### src/rtl/codec_pwrseq_pkg.sv
`timescale 1ns/1ps
package codec_pwrseq_pkg;
  localparam int NUM_BLK = 4;
  localparam int BLK_PLL = 0;

  typedef enum logic [1:0] {
    REF_OFF    = 2'd0,
    REF_SETTLE = 2'd1,
    REF_READY  = 2'd2
  } ref_state_e;

  localparam logic [7:0] PG_CTRL   = 8'd0;
  localparam logic [7:0] PG_ANALOG = 8'd1;
  localparam logic [6:0] RA_SWRST  = 7'd1;
  localparam logic [6:0] RA_CMODE  = 7'd10;
  localparam int         SWRST_BIT = 0;
  localparam int         CM_BIT    = 6;
endpackage

### src/rtl/pwrseq_reset_ctl.sv
`timescale 1ns/1ps
module pwrseq_reset_ctl #(
  parameter int INIT_CYCLES = 100000
) (
  input  logic clk,
  input  logic hw_rst_n,
  input  logic soft_req,
  output logic core_rst,
  output logic init_busy
);
  localparam int IW = $clog2(INIT_CYCLES + 1);

  logic [1:0]    sync_q;
  logic          soft_fire;
  logic [IW-1:0] init_cnt;

  // asynchronous assert, synchronous release
  always_ff @(posedge clk or negedge hw_rst_n) begin
    if (!hw_rst_n) sync_q <= 2'b00;
    else           sync_q <= {sync_q[0], 1'b1};
  end

  always_ff @(posedge clk) begin
    if (!sync_q[1]) soft_fire <= 1'b0;
    else            soft_fire <= soft_req;
  end

  assign core_rst = ~sync_q[1] | soft_fire;

  always_ff @(posedge clk) begin
    if (core_rst)            init_cnt <= IW'(INIT_CYCLES);
    else if (init_cnt != '0) init_cnt <= init_cnt - IW'(1);
  end

  assign init_busy = core_rst | (init_cnt != '0);

  a_r4_lockout_stays_open: assert property (@(posedge clk) disable iff (core_rst)
    !init_busy |=> !init_busy);
  a_r4_lockout_after_reset: assert property (@(posedge clk) disable iff (core_rst)
    $fell(core_rst) |-> init_busy);
endmodule

### src/rtl/pwrseq_cfg_regs.sv
`timescale 1ns/1ps
module pwrseq_cfg_regs
  import codec_pwrseq_pkg::*;
(
  input  logic       clk,
  input  logic       core_rst,
  input  logic       cfg_valid,
  output logic       cfg_ready,
  input  logic [7:0] cfg_page,
  input  logic [6:0] cfg_addr,
  input  logic [7:0] cfg_wdata,
  output logic       soft_req,
  output logic       cm_sel
);
  logic accept;
  logic unused_wdata;

  assign cfg_ready = ~core_rst;
  assign accept    = cfg_valid & cfg_ready;

  assign soft_req = accept && (cfg_page == PG_CTRL) && (cfg_addr == RA_SWRST)
                    && cfg_wdata[SWRST_BIT];

  always_ff @(posedge clk) begin
    if (core_rst) cm_sel <= 1'b0;
    else if (accept && (cfg_page == PG_ANALOG) && (cfg_addr == RA_CMODE))
      cm_sel <= cfg_wdata[CM_BIT];
  end

  assign unused_wdata = ^cfg_wdata;

  a_r12_no_accept_in_reset: assert property (@(posedge clk)
    core_rst |-> !soft_req);
endmodule

### src/rtl/pwrseq_ref_ctl.sv
`timescale 1ns/1ps
module pwrseq_ref_ctl
  import codec_pwrseq_pkg::*;
#(
  parameter int REF_CYCLES = 40000
) (
  input  logic clk,
  input  logic core_rst,
  input  logic init_busy,
  input  logic ref_en,
  input  logic blk_need,
  output logic ref_ready
);
  localparam int RW = $clog2(REF_CYCLES + 1);

  ref_state_e    state;
  logic [RW-1:0] cnt;
  logic          need;

  assign need = ref_en | blk_need;

  always_ff @(posedge clk) begin
    if (core_rst) begin
      state <= REF_OFF;
      cnt   <= '0;
    end else begin
      unique case (state)
        REF_OFF: if (need && !init_busy) begin
          state <= REF_SETTLE;
          cnt   <= RW'(REF_CYCLES - 1);
        end
        REF_SETTLE: if (cnt == '0) state <= REF_READY;
                    else           cnt   <= cnt - RW'(1);
        REF_READY: if (!need) state <= REF_OFF;
        default: state <= REF_OFF;
      endcase
    end
  end

  assign ref_ready = (state == REF_READY);

  a_r6_ref_idle_in_lockout: assert property (@(posedge clk) disable iff (core_rst)
    init_busy |-> state == REF_OFF);
  a_r8_ready_via_settle: assert property (@(posedge clk) disable iff (core_rst)
    $rose(ref_ready) |-> $past(state) == REF_SETTLE);
endmodule

### src/rtl/pwrseq_req_queue.sv
`timescale 1ns/1ps
module pwrseq_req_queue
  import codec_pwrseq_pkg::*;
(
  input  logic               clk,
  input  logic               core_rst,
  input  logic               init_busy,
  input  logic               ref_ready,
  input  logic [NUM_BLK-1:0] up,
  input  logic [NUM_BLK-1:0] dn,
  output logic [NUM_BLK-1:0] pending,
  output logic [NUM_BLK-1:0] powered,
  output logic               pll_start,
  output logic               pll_stop
);
  logic [NUM_BLK-1:0] grant;

  // lowest index wins; one grant per edge
  always_comb begin
    logic found;
    grant = '0;
    found = 1'b0;
    if (ref_ready) begin
      for (int i = 0; i < NUM_BLK; i++) begin
        if (pending[i] && !found) begin
          grant[i] = 1'b1;
          found    = 1'b1;
        end
      end
    end
  end

  for (genvar b = 0; b < NUM_BLK; b++) begin : g_blk
    always_ff @(posedge clk) begin
      if (core_rst) begin
        pending[b] <= 1'b0;
        powered[b] <= 1'b0;
      end else begin
        if (dn[b]) begin
          pending[b] <= 1'b0;
          powered[b] <= 1'b0;
        end else if (grant[b]) begin
          pending[b] <= 1'b0;
          powered[b] <= 1'b1;
        end else if (up[b] && !init_busy && !powered[b]) begin
          pending[b] <= 1'b1;
        end
      end
    end
  end

  assign pll_start = grant[BLK_PLL] & ~dn[BLK_PLL];
  assign pll_stop  = dn[BLK_PLL];

  a_r7_ref_before_power: assert property (@(posedge clk) disable iff (core_rst)
    (|powered) |-> ref_ready);
  a_r6_nothing_in_lockout: assert property (@(posedge clk) disable iff (core_rst)
    init_busy |-> (powered == '0) && (pending == '0));
  a_r9_one_per_edge: assert property (@(posedge clk) disable iff (core_rst)
    $countones(powered & ~$past(powered)) <= 1);
endmodule

### src/rtl/pwrseq_pll_timer.sv
`timescale 1ns/1ps
module pwrseq_pll_timer #(
  parameter int PLL_CYCLES = 1000000
) (
  input  logic clk,
  input  logic core_rst,
  input  logic start,
  input  logic stop,
  input  logic pll_on,
  output logic clk_available
);
  localparam int PW = $clog2(PLL_CYCLES + 1);

  logic          run;
  logic [PW-1:0] cnt;

  always_ff @(posedge clk) begin
    if (core_rst || stop) begin
      run           <= 1'b0;
      cnt           <= '0;
      clk_available <= 1'b0;
    end else if (start) begin
      run           <= 1'b1;
      cnt           <= PW'(PLL_CYCLES - 1);
      clk_available <= 1'b0;
    end else if (run) begin
      if (cnt == '0) begin
        run           <= 1'b0;
        clk_available <= 1'b1;
      end else begin
        cnt <= cnt - PW'(1);
      end
    end
  end

  a_r11_clk_needs_pll: assert property (@(posedge clk) disable iff (core_rst)
    !pll_on |-> !clk_available);
  a_r10_clk_after_pll: assert property (@(posedge clk) disable iff (core_rst)
    $rose(clk_available) |-> pll_on && $past(pll_on));
endmodule

### src/rtl/codec_pwrseq_ctrl.sv
`timescale 1ns/1ps
module codec_pwrseq_ctrl
  import codec_pwrseq_pkg::*;
#(
  parameter int INIT_CYCLES = 100000,
  parameter int REF_CYCLES  = 40000,
  parameter int PLL_CYCLES  = 1000000
) (
  input  logic       clk,
  input  logic       hw_rst_n,
  input  logic       cfg_valid,
  output logic       cfg_ready,
  input  logic [7:0] cfg_page,
  input  logic [6:0] cfg_addr,
  input  logic [7:0] cfg_wdata,
  input  logic       ref_en,
  input  logic [3:0] pwr_up,
  input  logic [3:0] pwr_dn,
  input  logic       buf_req,
  output logic       init_busy,
  output logic       ref_ready,
  output logic [3:0] powered,
  output logic       clk_available,
  output logic       buf_err,
  output logic       cm_sel
);
  logic               core_rst;
  logic               soft_req;
  logic [NUM_BLK-1:0] pending;
  logic               pll_start;
  logic               pll_stop;

  pwrseq_reset_ctl #(.INIT_CYCLES(INIT_CYCLES)) u_rst (
    .clk(clk), .hw_rst_n(hw_rst_n), .soft_req(soft_req),
    .core_rst(core_rst), .init_busy(init_busy));

  pwrseq_cfg_regs u_cfg (
    .clk(clk), .core_rst(core_rst), .cfg_valid(cfg_valid), .cfg_ready(cfg_ready),
    .cfg_page(cfg_page), .cfg_addr(cfg_addr), .cfg_wdata(cfg_wdata),
    .soft_req(soft_req), .cm_sel(cm_sel));

  pwrseq_ref_ctl #(.REF_CYCLES(REF_CYCLES)) u_ref (
    .clk(clk), .core_rst(core_rst), .init_busy(init_busy), .ref_en(ref_en),
    .blk_need((|pending) | (|powered)), .ref_ready(ref_ready));

  pwrseq_req_queue u_q (
    .clk(clk), .core_rst(core_rst), .init_busy(init_busy), .ref_ready(ref_ready),
    .up(pwr_up), .dn(pwr_dn), .pending(pending), .powered(powered),
    .pll_start(pll_start), .pll_stop(pll_stop));

  pwrseq_pll_timer #(.PLL_CYCLES(PLL_CYCLES)) u_pll (
    .clk(clk), .core_rst(core_rst), .start(pll_start), .stop(pll_stop),
    .pll_on(powered[BLK_PLL]), .clk_available(clk_available));

  always_ff @(posedge clk) begin
    if (core_rst) buf_err <= 1'b0;
    else          buf_err <= buf_req & init_busy;
  end

  a_r5_err_only_in_lockout: assert property (@(posedge clk) disable iff (core_rst)
    buf_err |-> $past(init_busy) && $past(buf_req));
endmodule

### config.mk
export PLATFORM = sky130hd
export DESIGN_NAME = codec_pwrseq_ctrl
export DESIGN_NICKNAME = d
export VERILOG_FILES = /design/src/rtl/codec_pwrseq_pkg.sv /design/src/rtl/pwrseq_reset_ctl.sv /design/src/rtl/pwrseq_cfg_regs.sv /design/src/rtl/pwrseq_ref_ctl.sv /design/src/rtl/pwrseq_req_queue.sv /design/src/rtl/pwrseq_pll_timer.sv /design/src/rtl/codec_pwrseq_ctrl.sv
export SDC_FILE = /design/constraint.sdc
export NUM_CORES = 1
export LEC_CHECK = 0
export ABC_AREA = 1
export BUFFER_PORTS_ARGS = -buffer_cell sky130_fd_sc_hd__clkbuf_2
export CAP_MARGIN = 20
export CORE_MARGIN = 3
export CORE_UTILIZATION = 40
export DETAILED_ROUTE_END_ITERATION = 10
export PLACE_DENSITY_LB_ADDON = 0.2
export SYNTH_ARGS = -nofsm -noshare
export SYNTH_HDL_FRONTEND = slang
export SYNTH_SLANG_ARGS = --single-unit
### constraint.sdc
create_clock -name clk -period 3.7 [get_ports clk]
set_input_delay 0.925 -clock clk [delete_from_list [all_inputs] [get_ports clk]]
set_output_delay 0.925 -clock clk [all_outputs]
set_load 0.005 [all_outputs]
==> impl_metrics.env, run 1 <==
export IMPL_run_status="complete, no violations"
export IMPL_fmax_ghz=0.353
export IMPL_synth_enable_flop_cells=0
export IMPL_area_growth_synth_to_final_pct=12.2
export IMPL_async_sr_flop_fraction=0.0286
export IMPL_cts_made_buffers=9
export IMPL_power_ir_vdd_worst_mv=0.210
export IMPL_synth_largest_type_area_fraction=0.341
export IMPL_worst_setup_hold_path_clk_slew_ps=70
export IMPL_maximum_number_of_pins_on_one_net_before_global_route_repair=24
export IMPL_htree_levels=3
export IMPL_antenna_cells_inserted=0
export IMPL_drive_gt1_frac=0.141
export IMPL_yosysUniqueCellTypes=39
export IMPL_worst_endpoint_arrival_ps=1910
export IMPL_total_number_of_vias=3662
export IMPL_floorplan_die_width_um=106
export IMPL_post_cts_repair_setup_buffers=0
export IMPL_netlist_area_um2=3990
export IMPL_detail_route_vias_per_cell=4.82
export IMPL_wire_per_inst_um=11.6
export IMPL_critical_path_capture_point_type="output pin"
export IMPL_netlist_instances=588
export IMPL_fin_crit_sh=0.766
export IMPL_most_common_cell_after_layout_fill_and_taps_aside="nand2_1"
export IMPL_finish_net_count=665
export IMPL_setup_repair_after_global_routing_missed_its_margin="false"
export IMPL_cts_sink_count=70
export IMPL_p_leak_nw=2.23
export IMPL_slew_limit_headroom=0.541
export IMPL_fp_dieArea_um2=11200
export IMPL_drtAntennaViolNets=0
export IMPL_most_frequent_cells_in_the_layout="nand2_1 (124), nor2_1 (104), dfxtp_1 (68)"
export IMPL_longest_clk_path_bufs=2
export IMPL_detail_route_iter0_violations=142
export IMPL_detail_route_first_pass_iterations=4
export IMPL_tritoncts="yes"
export IMPL_critPathRequiredTime_ps=2770
export IMPL_final_setup_viol_count=0
export IMPL_power_density_nw_per_um2=357
export IMPL_r2r_start="u_pll.cnt[0]$_SDFFE_PP0P_"
export IMPL_power_mw=1.60
export IMPL_ys_dominant_reg_cell="dfxtp_1"
export IMPL_synth_warning_count=0
export IMPL_cts_hold_buffers=0
export IMPL_top_level_ports=46
export IMPL_root_buffer_master="clkbuf_8"
export IMPL_die_span_in_y_um=106
export IMPL_max_cap_viol_count=0
export IMPL_min_delay_path_class="in -> async"
export IMPL_row_count=35
export IMPL_critical_path_startpoint="u_rst.init_cnt[0]$_SDFFE_PN0P_"
export IMPL_final_util=0.473
export IMPL_drc=0
export IMPL_io_buffer_count=39
export IMPL_dp_final_hpwl_um=6360
export IMPL_timing_setup_critical_path_class="reg -> out"
export IMPL_timing_max_transition_violations_final=0
export IMPL_synth_area_leader_cell="dfxtp_1"
export IMPL_insertion_delay_ps=350
export IMPL_post_cts_resize_count=0
export IMPL_grt_use_total=0.162
export IMPL_grt_antenna_before_repair=0
export IMPL_timing_critical_path_from_type="register"
export IMPL_worst_r2r_cell_count=12
export IMPL_count_of_final_hold_check_violations=0
export IMPL_leading_cell_types_by_total_area_after_synthesis="dfxtp_1 (34%), nand2_1 (12%), nor2_1 (9.8%)"
export IMPL_number_of_register_bits_inferred_by_synthesis=70
export IMPL_grt_overflow_total=0
export IMPL_gp_congestion=0.833
export IMPL_initial_core_utilization=0.422
export IMPL_finalSetupTns_ps=0
export IMPL_finClkSkew_ps=11.8
export IMPL_critPathMaxFanout=17
export IMPL_finalCriticalPeriod_ps=2830
export IMPL_grt_first_pass_wirelength_um=15100
export IMPL_post_syn_area_per_cell_um2=6.79
export IMPL_share_of_synthesized_area_occupied_by_flip_flops_and_latches=0.354
export IMPL_via_count_of_the_first_global_routing_pass=3419
export IMPL_routed_wirelength_um=8800
export IMPL_synth_fp_nets=628
export IMPL_core_area_um2=9460
export IMPL_worst_slew_pin_slew_ps=688
## sequential cells by signal, summed over array words and instances, names as in the netlist
register / flops
u_pll.cnt: 20
u_rst.init_cnt: 17
u_ref.cnt: 16
u_q.pending: 4
u_q.powered: 4
u_ref.state: 2
u_rst.sync_q: 2
buf_err: 1
u_cfg.cm_sel: 1
u_pll.clk_available: 1
u_pll.run: 1
u_rst.soft_fire: 1
## layout make-up
cell class,instances,area [um2]
clock buffers,11,151
clock inverters,5,81.3
fillers,1005,4980
inverters,70,263
multi-input cells,434,2200
flip-flops and latches,70,1410
well taps,129,161
repair buffers,40,203
## worst max-delay path, stage by stage, from the launching register on
cell and delay (ps):
dfxtp_1 350, inv_1 80, ha_1 230, nand2_2 120, nor2_4 150, nand3b_4 230, nor2_8 230, inv_1 60
clkbuf_2 110
## synthesized netlist by cell type (2+ instances only)
cell,instances
nor2_4,5
o21ai_0,12
or2_2,2
a21oi_1,28
buf_6,2
nand3_2,2
xnor2_1,7
nand2_1,124
nand4_1,18
nand3_1,55
buf_4,2
a21boi_0,3
nand2_4,3
clkbuf_1,2
and3_1,2
xor2_1,15
nor2_1,104
nor4_1,4
nor2_2,5
buf_2,3
inv_2,6
nor3_1,12
ha_1,4
inv_1,64
buf_12,2
o21ai_1,2
buf_1,3
a31oi_1,7
dfrtp_1,2
nand3b_1,7
nand2_2,6
dfxtp_1,68
## metal layers
| layer | global-route usage | routed length, um | up-vias |
|---|---|---|---|
| met5 | 0 | 0 | - |
| met1 | 0.208 | 4310 | 1648 |
| met3 | 0.0398 | 318 | 4 |
| met4 | 0.0463 | 43 | 0 |
| met2 | 0.268 | 4130 | 45 |
| li1 | - | - | 1965 |
## power by group
part	internal [mW]	switching [mW]
Sequential	0.768	0.0126
Clock	0.416	0.299
Combinational	0.0409	0.0629
Total	1.23	0.374
## path summary, 6_finish.rpt
path / slack, ps / to
min in group clk: 350 / u_rst.sync_q[1]$_DFF_PN0_
max in group asynchronous: 3260 / u_rst.sync_q[0]$_DFF_PN0_
worst min-delay path: 350 / u_rst.sync_q[1]$_DFF_PN0_
worst max-delay path: 870 / init_busy
worst max register to register: 1620 / u_pll.cnt[7]$_SDFFE_PP0P_
worst min register to register: 350 / u_rst.sync_q[1]$_DFF_PN0_
## stage by stage
step / hold slack, ps / setup WS (ps) / cells / instance area (um2)
after global routing: 331 / 684 / 759 / 4480
after detailed placement: 337 / 1230 / 743 / 4240
after global placement: 333 / 1230 / 743 / 4240
final: 348 / 866 / 759 / 4480
after CTS: 329 / 837 / 759 / 4480
after floorplan: 331 / 1600 / 588 / 3990
## kinds of logic (layout without fill, tap and decap cells)
kind of cell | count (synthesis) | in the layout | share of synthesized area
and+or+nand+nor | 354 | 354 | 0.420
buffers and inverters | 84 | 126 | 0.0938
DFF | 70 | 70 | 0.354
AOI/OAI and AO/OA | 53 | 53 | 0.0712
xor gates and xnor gates | 22 | 22 | 0.0483
adders and majority gates | 4 | 4 | 0.0125
other | 1 | 1 | 0.000940
No activity file was read; power rests on OpenSTA's default activity.
==> run 2, diff against run 1 <==
==> constraint.sdc (replaced) <==
create_clock -name clk -period 2.95 [get_ports clk]
set_input_delay 0.7375 -clock clk [delete_from_list [all_inputs] [get_ports clk]]
set_output_delay 0.7375 -clock clk [all_outputs]
set_load 0.005 [all_outputs]
==> impl_metrics.env, run 2 (synthesis results as in run 1) <==
export IMPL_run_status="complete, no violations"
export IMPL_p_comb_frac=0.068
export IMPL_grt_overflow_total=0
export IMPL_maximum_number_of_pins_on_one_net_before_global_route_repair=21
export IMPL_clock_power_frac=0.443
export IMPL_final_cells=760
export IMPL_worst_endpoint_arrival_ps=1940
export IMPL_detail_route_vias_per_cell=4.90
export IMPL_max_cap_viol_count=0
export IMPL_critPathRequiredTime_ps=2210
export IMPL_crit_path_top_delay_cell="dfxtp_1"
export IMPL_p_leak_nw=2.22
export IMPL_most_common_cell_after_layout_fill_and_taps_aside="nand2_1"
export IMPL_io_buffer_count=39
export IMPL_total_number_of_vias=3722
export IMPL_worst_slew_pin_slew_ps=709
export IMPL_timing_max_transition_violations_final=0
export IMPL_drive_gt1_frac=0.141
export IMPL_top_level_ports=46
export IMPL_longest_clk_path_bufs=2
export IMPL_antenna_cells_inserted=0
export IMPL_cells_along_the_critical_path="inv_1, ha_1, nand2_2, nor2_4, nand3b_4, nor2_8, inv_1, clkbuf_2"
export IMPL_power_mw=2.00
export IMPL_power_ir_vdd_worst_mv=0.261
export IMPL_area_growth_synth_to_final_pct=12.1
export IMPL_finalWorstSetupSlack_ps=277
export IMPL_power_spent_charging_and_discharging_nets_mw=0.487
export IMPL_detailedPlace_worstSlack_ps=646
export IMPL_slew_limit_headroom=0.527
export IMPL_finalSetupTns_ps=0
export IMPL_min_delay_path_class="in -> async"
export IMPL_grt_antenna_before_repair=0
export IMPL_root_buffer_master="clkbuf_8"
export IMPL_p_sw_frac=0.243
export IMPL_layout_top_registers="u_pll.cnt: 20 flops, u_rst.init_cnt: 17 flops, u_ref.cnt: 16 flops"
export IMPL_largest_reg_flops=20
export IMPL_floorplan_die_width_um=106
export IMPL_finish_net_count=666
export IMPL_critical_path_top_cell_by_count="inv_1"
export IMPL_regMostFlops="u_pll.cnt"
export IMPL_post_cts_resize_count=0
export IMPL_detail_route_first_pass_iterations=4
export IMPL_core_area_um2=9460
export IMPL_timing_critical_path_from_type="register"
export IMPL_insertion_delay_ps=350
export IMPL_die_span_in_y_um=106
export IMPL_r2r_setup_slack_ps=890
export IMPL_finClkSkew_ps=15.8
export IMPL_count_of_final_hold_check_violations=0
export IMPL_worst_r2r_endpoint="u_pll.cnt[7]$_SDFFE_PP0P_"
export IMPL_timing_setup_critical_path_class="reg -> out"
export IMPL_worst_r2r_cell_count=12
export IMPL_setup_repair_after_global_routing_missed_its_margin="false"
export IMPL_sequentialPowerShare=0.489
export IMPL_critical_path_capture_point_type="output pin"
export IMPL_fin_crit_sh=0.906
export IMPL_post_cts_repair_setup_buffers=0
export IMPL_final_setup_viol_count=0
export IMPL_power_density_nw_per_um2=448
export IMPL_htree_levels=3
export IMPL_fp_dieArea_um2=11200
export IMPL_r2r_start="u_pll.cnt[0]$_SDFFE_PP0P_"
export IMPL_most_frequent_cells_in_the_layout="nand2_1 (124), nor2_1 (104), dfxtp_1 (68)"
export IMPL_wire_per_inst_um=11.9
export IMPL_cts_sink_count=70
export IMPL_initial_core_utilization=0.422
export IMPL_grt_use_total=0.166
export IMPL_worst_setup_hold_path_clk_slew_ps=80
export IMPL_dp_cells=744
export IMPL_cts_hold_buffers=0
export IMPL_fmax_ghz=0.374
export IMPL_drc=0
export IMPL_drtAntennaViolNets=0
export IMPL_tritoncts="yes"
export IMPL_via_count_of_the_first_global_routing_pass=3547
export IMPL_dp_final_hpwl_um=6540
export IMPL_internal_power_mw=1.52
export IMPL_grt_first_pass_wirelength_um=15500
export IMPL_row_count=35
export IMPL_detail_route_iter0_violations=94
export IMPL_critPathMaxFanout=17
export IMPL_final_util=0.473
export IMPL_critical_path_max_stage_delay_ps=350
export IMPL_routed_wirelength_um=9040
export IMPL_cts_made_buffers=9
export IMPL_finalCriticalPeriod_ps=2670
export IMPL_gp_congestion=0.848
==> run 2: cell count changes in the layout (fill, tap and decap cells not counted) <==
cell	previous run	this run
buf_4	1	2
clkbuf_1	0	1
clkbuf_8	11	10
clkinv_4	1	0
inv_6	0	1
==> run 2: power groups by stage <==
stage	clock (mW)	combinational, mW	sequential (mW)
final	0.889	0.136	0.980
after global placement	0	0.132	1.00
after CTS	0.922	0.136	0.980
after global routing	0.950	0.155	0.983
after floorplan	0	0.0899	0.998
after detailed placement	0	0.135	1.00
==> run 2: layout make-up <==
| class | count | area (um2) |
|---|---|---|
| clock buffers | 11 | 141 |
| clock inverters | 5 | 81.3 |
| fillers | 1025 | 4990 |
| inverters | 70 | 263 |
| multi-input cells | 434 | 2200 |
| flip-flops and latches | 70 | 1410 |
| well taps | 129 | 161 |
| repair buffers | 41 | 210 |
==> run 2: worst max path at each step <==
stage / slack [ps] / startpoint / to / cells past startpoint
6_report: 280 / u_rst.init_cnt[0]$_SDFFE_PN0P_ / init_busy / 8
2_1_floorplan: 1040 / u_rst.init_cnt[0]$_SDFFE_PN0P_ / init_busy / 7
4_1_cts: 260 / u_rst.init_cnt[0]$_SDFFE_PN0P_ / init_busy / 8
5_1_grt: 110 / u_rst.init_cnt[0]$_SDFFE_PN0P_ / init_busy / 8
3_5_place_dp: 650 / u_rst.init_cnt[0]$_SDFFE_PN0P_ / init_busy / 8
3_3_place_gp: 670 / u_rst.init_cnt[0]$_SDFFE_PN0P_ / init_busy / 8
==> run 2: per-stage QoR <==
stage               hold slack [ps]  cell area (um2)
detailed placement              344             4250
global placement                333             4250
global route                    137             4470
floorplan                       331             3990
finish                          161             4470
CTS                             145             4470
==> run 2: routing by layer <==
metal  vias up  GRT usage  part of all wire
met3        17     0.0374             0.030
met2        60      0.274              0.47
met5         -          0                 0
met1      1684      0.218              0.48
li1       1961          -                 -
met4         0     0.0481             0.020
==> run 2: critical path: cells and delay by family (launching register included) <==
family,cells,cell delay (ps)
flip-flops,1,350
buffers and inverters,3,260
AND/OR/NAND/NOR,4,720
adder cells (fa/ha/maj),1,250
==> run 3, diff against run 2 <==
--- a/config.mk
+++ b/config.mk
@@ -11,6 +11,7 @@
 export CORE_MARGIN = 3
 export CORE_UTILIZATION = 40
 export DETAILED_ROUTE_END_ITERATION = 10
+export MAX_ROUTING_LAYER = met4
 export PLACE_DENSITY_LB_ADDON = 0.2
 export SYNTH_ARGS = -nofsm -noshare
 export SYNTH_HDL_FRONTEND = slang
==> impl_metrics.env, run 3 (synthesis results as in run 1) <==
export IMPL_run_status="complete, no violations"
export IMPL_total_number_of_vias=3709
export IMPL_final_cells=760
export IMPL_worst_setup_hold_path_clk_slew_ps=80
export IMPL_cts_hold_buffers=0
export IMPL_critical_path_capture_point_type="output pin"
export IMPL_most_common_cell_after_layout_fill_and_taps_aside="nand2_1"
export IMPL_power_mw=2.00
export IMPL_fmax_ghz=0.374
export IMPL_met3_routed_wl_um=245
export IMPL_row_count=35
export IMPL_antenna_cells_inserted=0
export IMPL_gp_congestion=0.862
export IMPL_fin_crit_sh=0.906
export IMPL_grt_first_pass_wirelength_um=15500
export IMPL_worst_endpoint_arrival_ps=1930
export IMPL_routed_wl_met2_um=4220
export IMPL_final_setup_viol_count=0
export IMPL_setup_repair_after_global_routing_missed_its_margin="false"
export IMPL_power_density_nw_per_um2=448
export IMPL_longest_clk_path_bufs=2
export IMPL_cts_made_buffers=9
export IMPL_drive_gt1_frac=0.141
export IMPL_routedLengthMet1_um=4380
export IMPL_grt_use_total=0.170
export IMPL_detail_route_vias_per_cell=4.88
export IMPL_cts_sink_count=70
export IMPL_dp_final_hpwl_um=6540
export IMPL_layout_top_registers="u_pll.cnt: 20 flops, u_rst.init_cnt: 17 flops, u_ref.cnt: 16 flops"
export IMPL_root_buffer_master="clkbuf_8"
export IMPL_max_cap_viol_count=0
export IMPL_largest_reg_flops=20
export IMPL_dp_cells=744
export IMPL_grt_overflow_total=0
export IMPL_finalSetupTns_ps=0
export IMPL_timing_critical_path_from_type="register"
export IMPL_min_delay_path_class="in -> async"
export IMPL_floorplan_die_width_um=106
export IMPL_area_growth_synth_to_final_pct=12.1
export IMPL_final_util=0.473
export IMPL_fp_dieArea_um2=11200
export IMPL_drc=0
export IMPL_initial_core_utilization=0.422
export IMPL_detail_route_iter0_violations=94
export IMPL_r2r_setup_slack_ps=880
export IMPL_htree_levels=3
export IMPL_routed_wirelength_um=9040
export IMPL_slew_limit_headroom=0.522
export IMPL_top_level_ports=46
export IMPL_grt_antenna_before_repair=0
export IMPL_p_leak_nw=2.22
export IMPL_insertion_delay_ps=350
export IMPL_count_of_final_hold_check_violations=0
export IMPL_regMostFlops="u_pll.cnt"
export IMPL_drtAntennaViolNets=0
export IMPL_timing_max_transition_violations_final=0
export IMPL_maximum_number_of_pins_on_one_net_before_global_route_repair=21
export IMPL_post_cts_repair_setup_buffers=0
export IMPL_highest_signal_layer="met4"
export IMPL_finish_net_count=666
export IMPL_timing_setup_critical_path_class="reg -> out"
export IMPL_detail_route_first_pass_iterations=4
export IMPL_finalCriticalPeriod_ps=2670
export IMPL_wire_per_inst_um=11.9
export IMPL_critPathMaxFanout=17
export IMPL_worst_slew_pin_slew_ps=716
export IMPL_most_frequent_cells_in_the_layout="nand2_1 (124), nor2_1 (104), dfxtp_1 (68)"
export IMPL_power_ir_vdd_worst_mv=0.261
export IMPL_nFillCells=1025
export IMPL_via_count_of_the_first_global_routing_pass=3544
export IMPL_critPathRequiredTime_ps=2210
export IMPL_finClkSkew_ps=16.0
export IMPL_io_buffer_count=39
export IMPL_tritoncts="yes"
export IMPL_core_area_um2=9460
export IMPL_post_cts_resize_count=0
export IMPL_die_span_in_y_um=106
run 3: critical path, cell delays in order (launching register included):
cell	delay, ps
dfxtp_1	350
inv_1	90
ha_1	250
nand2_2	120
nor2_4	150
nand3b_4	230
nor2_8	220
inv_1	60
clkbuf_2	110
run 3: through the flow:
step	instance area (um2)	worst slack [ps]	hold slack [ps]
floorplan	3990	1040	331
finish	4470	278	162
global route	4470	114	141
global placement	4250	665	333
detailed placement	4250	646	344
CTS	4470	259	145
run 3: power breakdown:
group	switching, mW	total, mW	internal [mW]
combinational	0.0835	0.136	0.0523
sequential	0.0165	0.980	0.963
clock	0.386	0.888	0.502
run 3: final timing paths:
kind / startpoint / end / cells past startpoint
min: hw_rst_n / u_rst.sync_q[0]$_DFF_PN0_ / 1
min in group clk: u_rst.sync_q[0]$_DFF_PN0_ / u_rst.sync_q[1]$_DFF_PN0_ / 0
max in group asynchronous: hw_rst_n / u_rst.sync_q[1]$_DFF_PN0_ / 1
max reg2reg: u_pll.cnt[0]$_SDFFE_PP0P_ / u_pll.cnt[7]$_SDFFE_PP0P_ / 12
max: u_rst.init_cnt[0]$_SDFFE_PN0P_ / init_busy / 8
min reg2reg: u_rst.sync_q[0]$_DFF_PN0_ / u_rst.sync_q[1]$_DFF_PN0_ / 0
run 3: per-layer routing:
layer | up-vias | track usage
met5 | - | -
met4 | 0 | 0.0537
met3 | 17 | 0.0318
met2 | 52 | 0.274
met1 | 1678 | 0.218
li1 | 1962 | -
run 3: area by class of cell:
type	instances	area [um2]	share of cell area
inverter	70	263	0.0587
tap	129	161	0.0361
sequential	70	1410	0.316
clock inverter	5	81.3	0.0182
clock buffer	11	141	0.0316
multi-input combinational	434	2200	0.493
timing repair buffer	41	210	0.0470
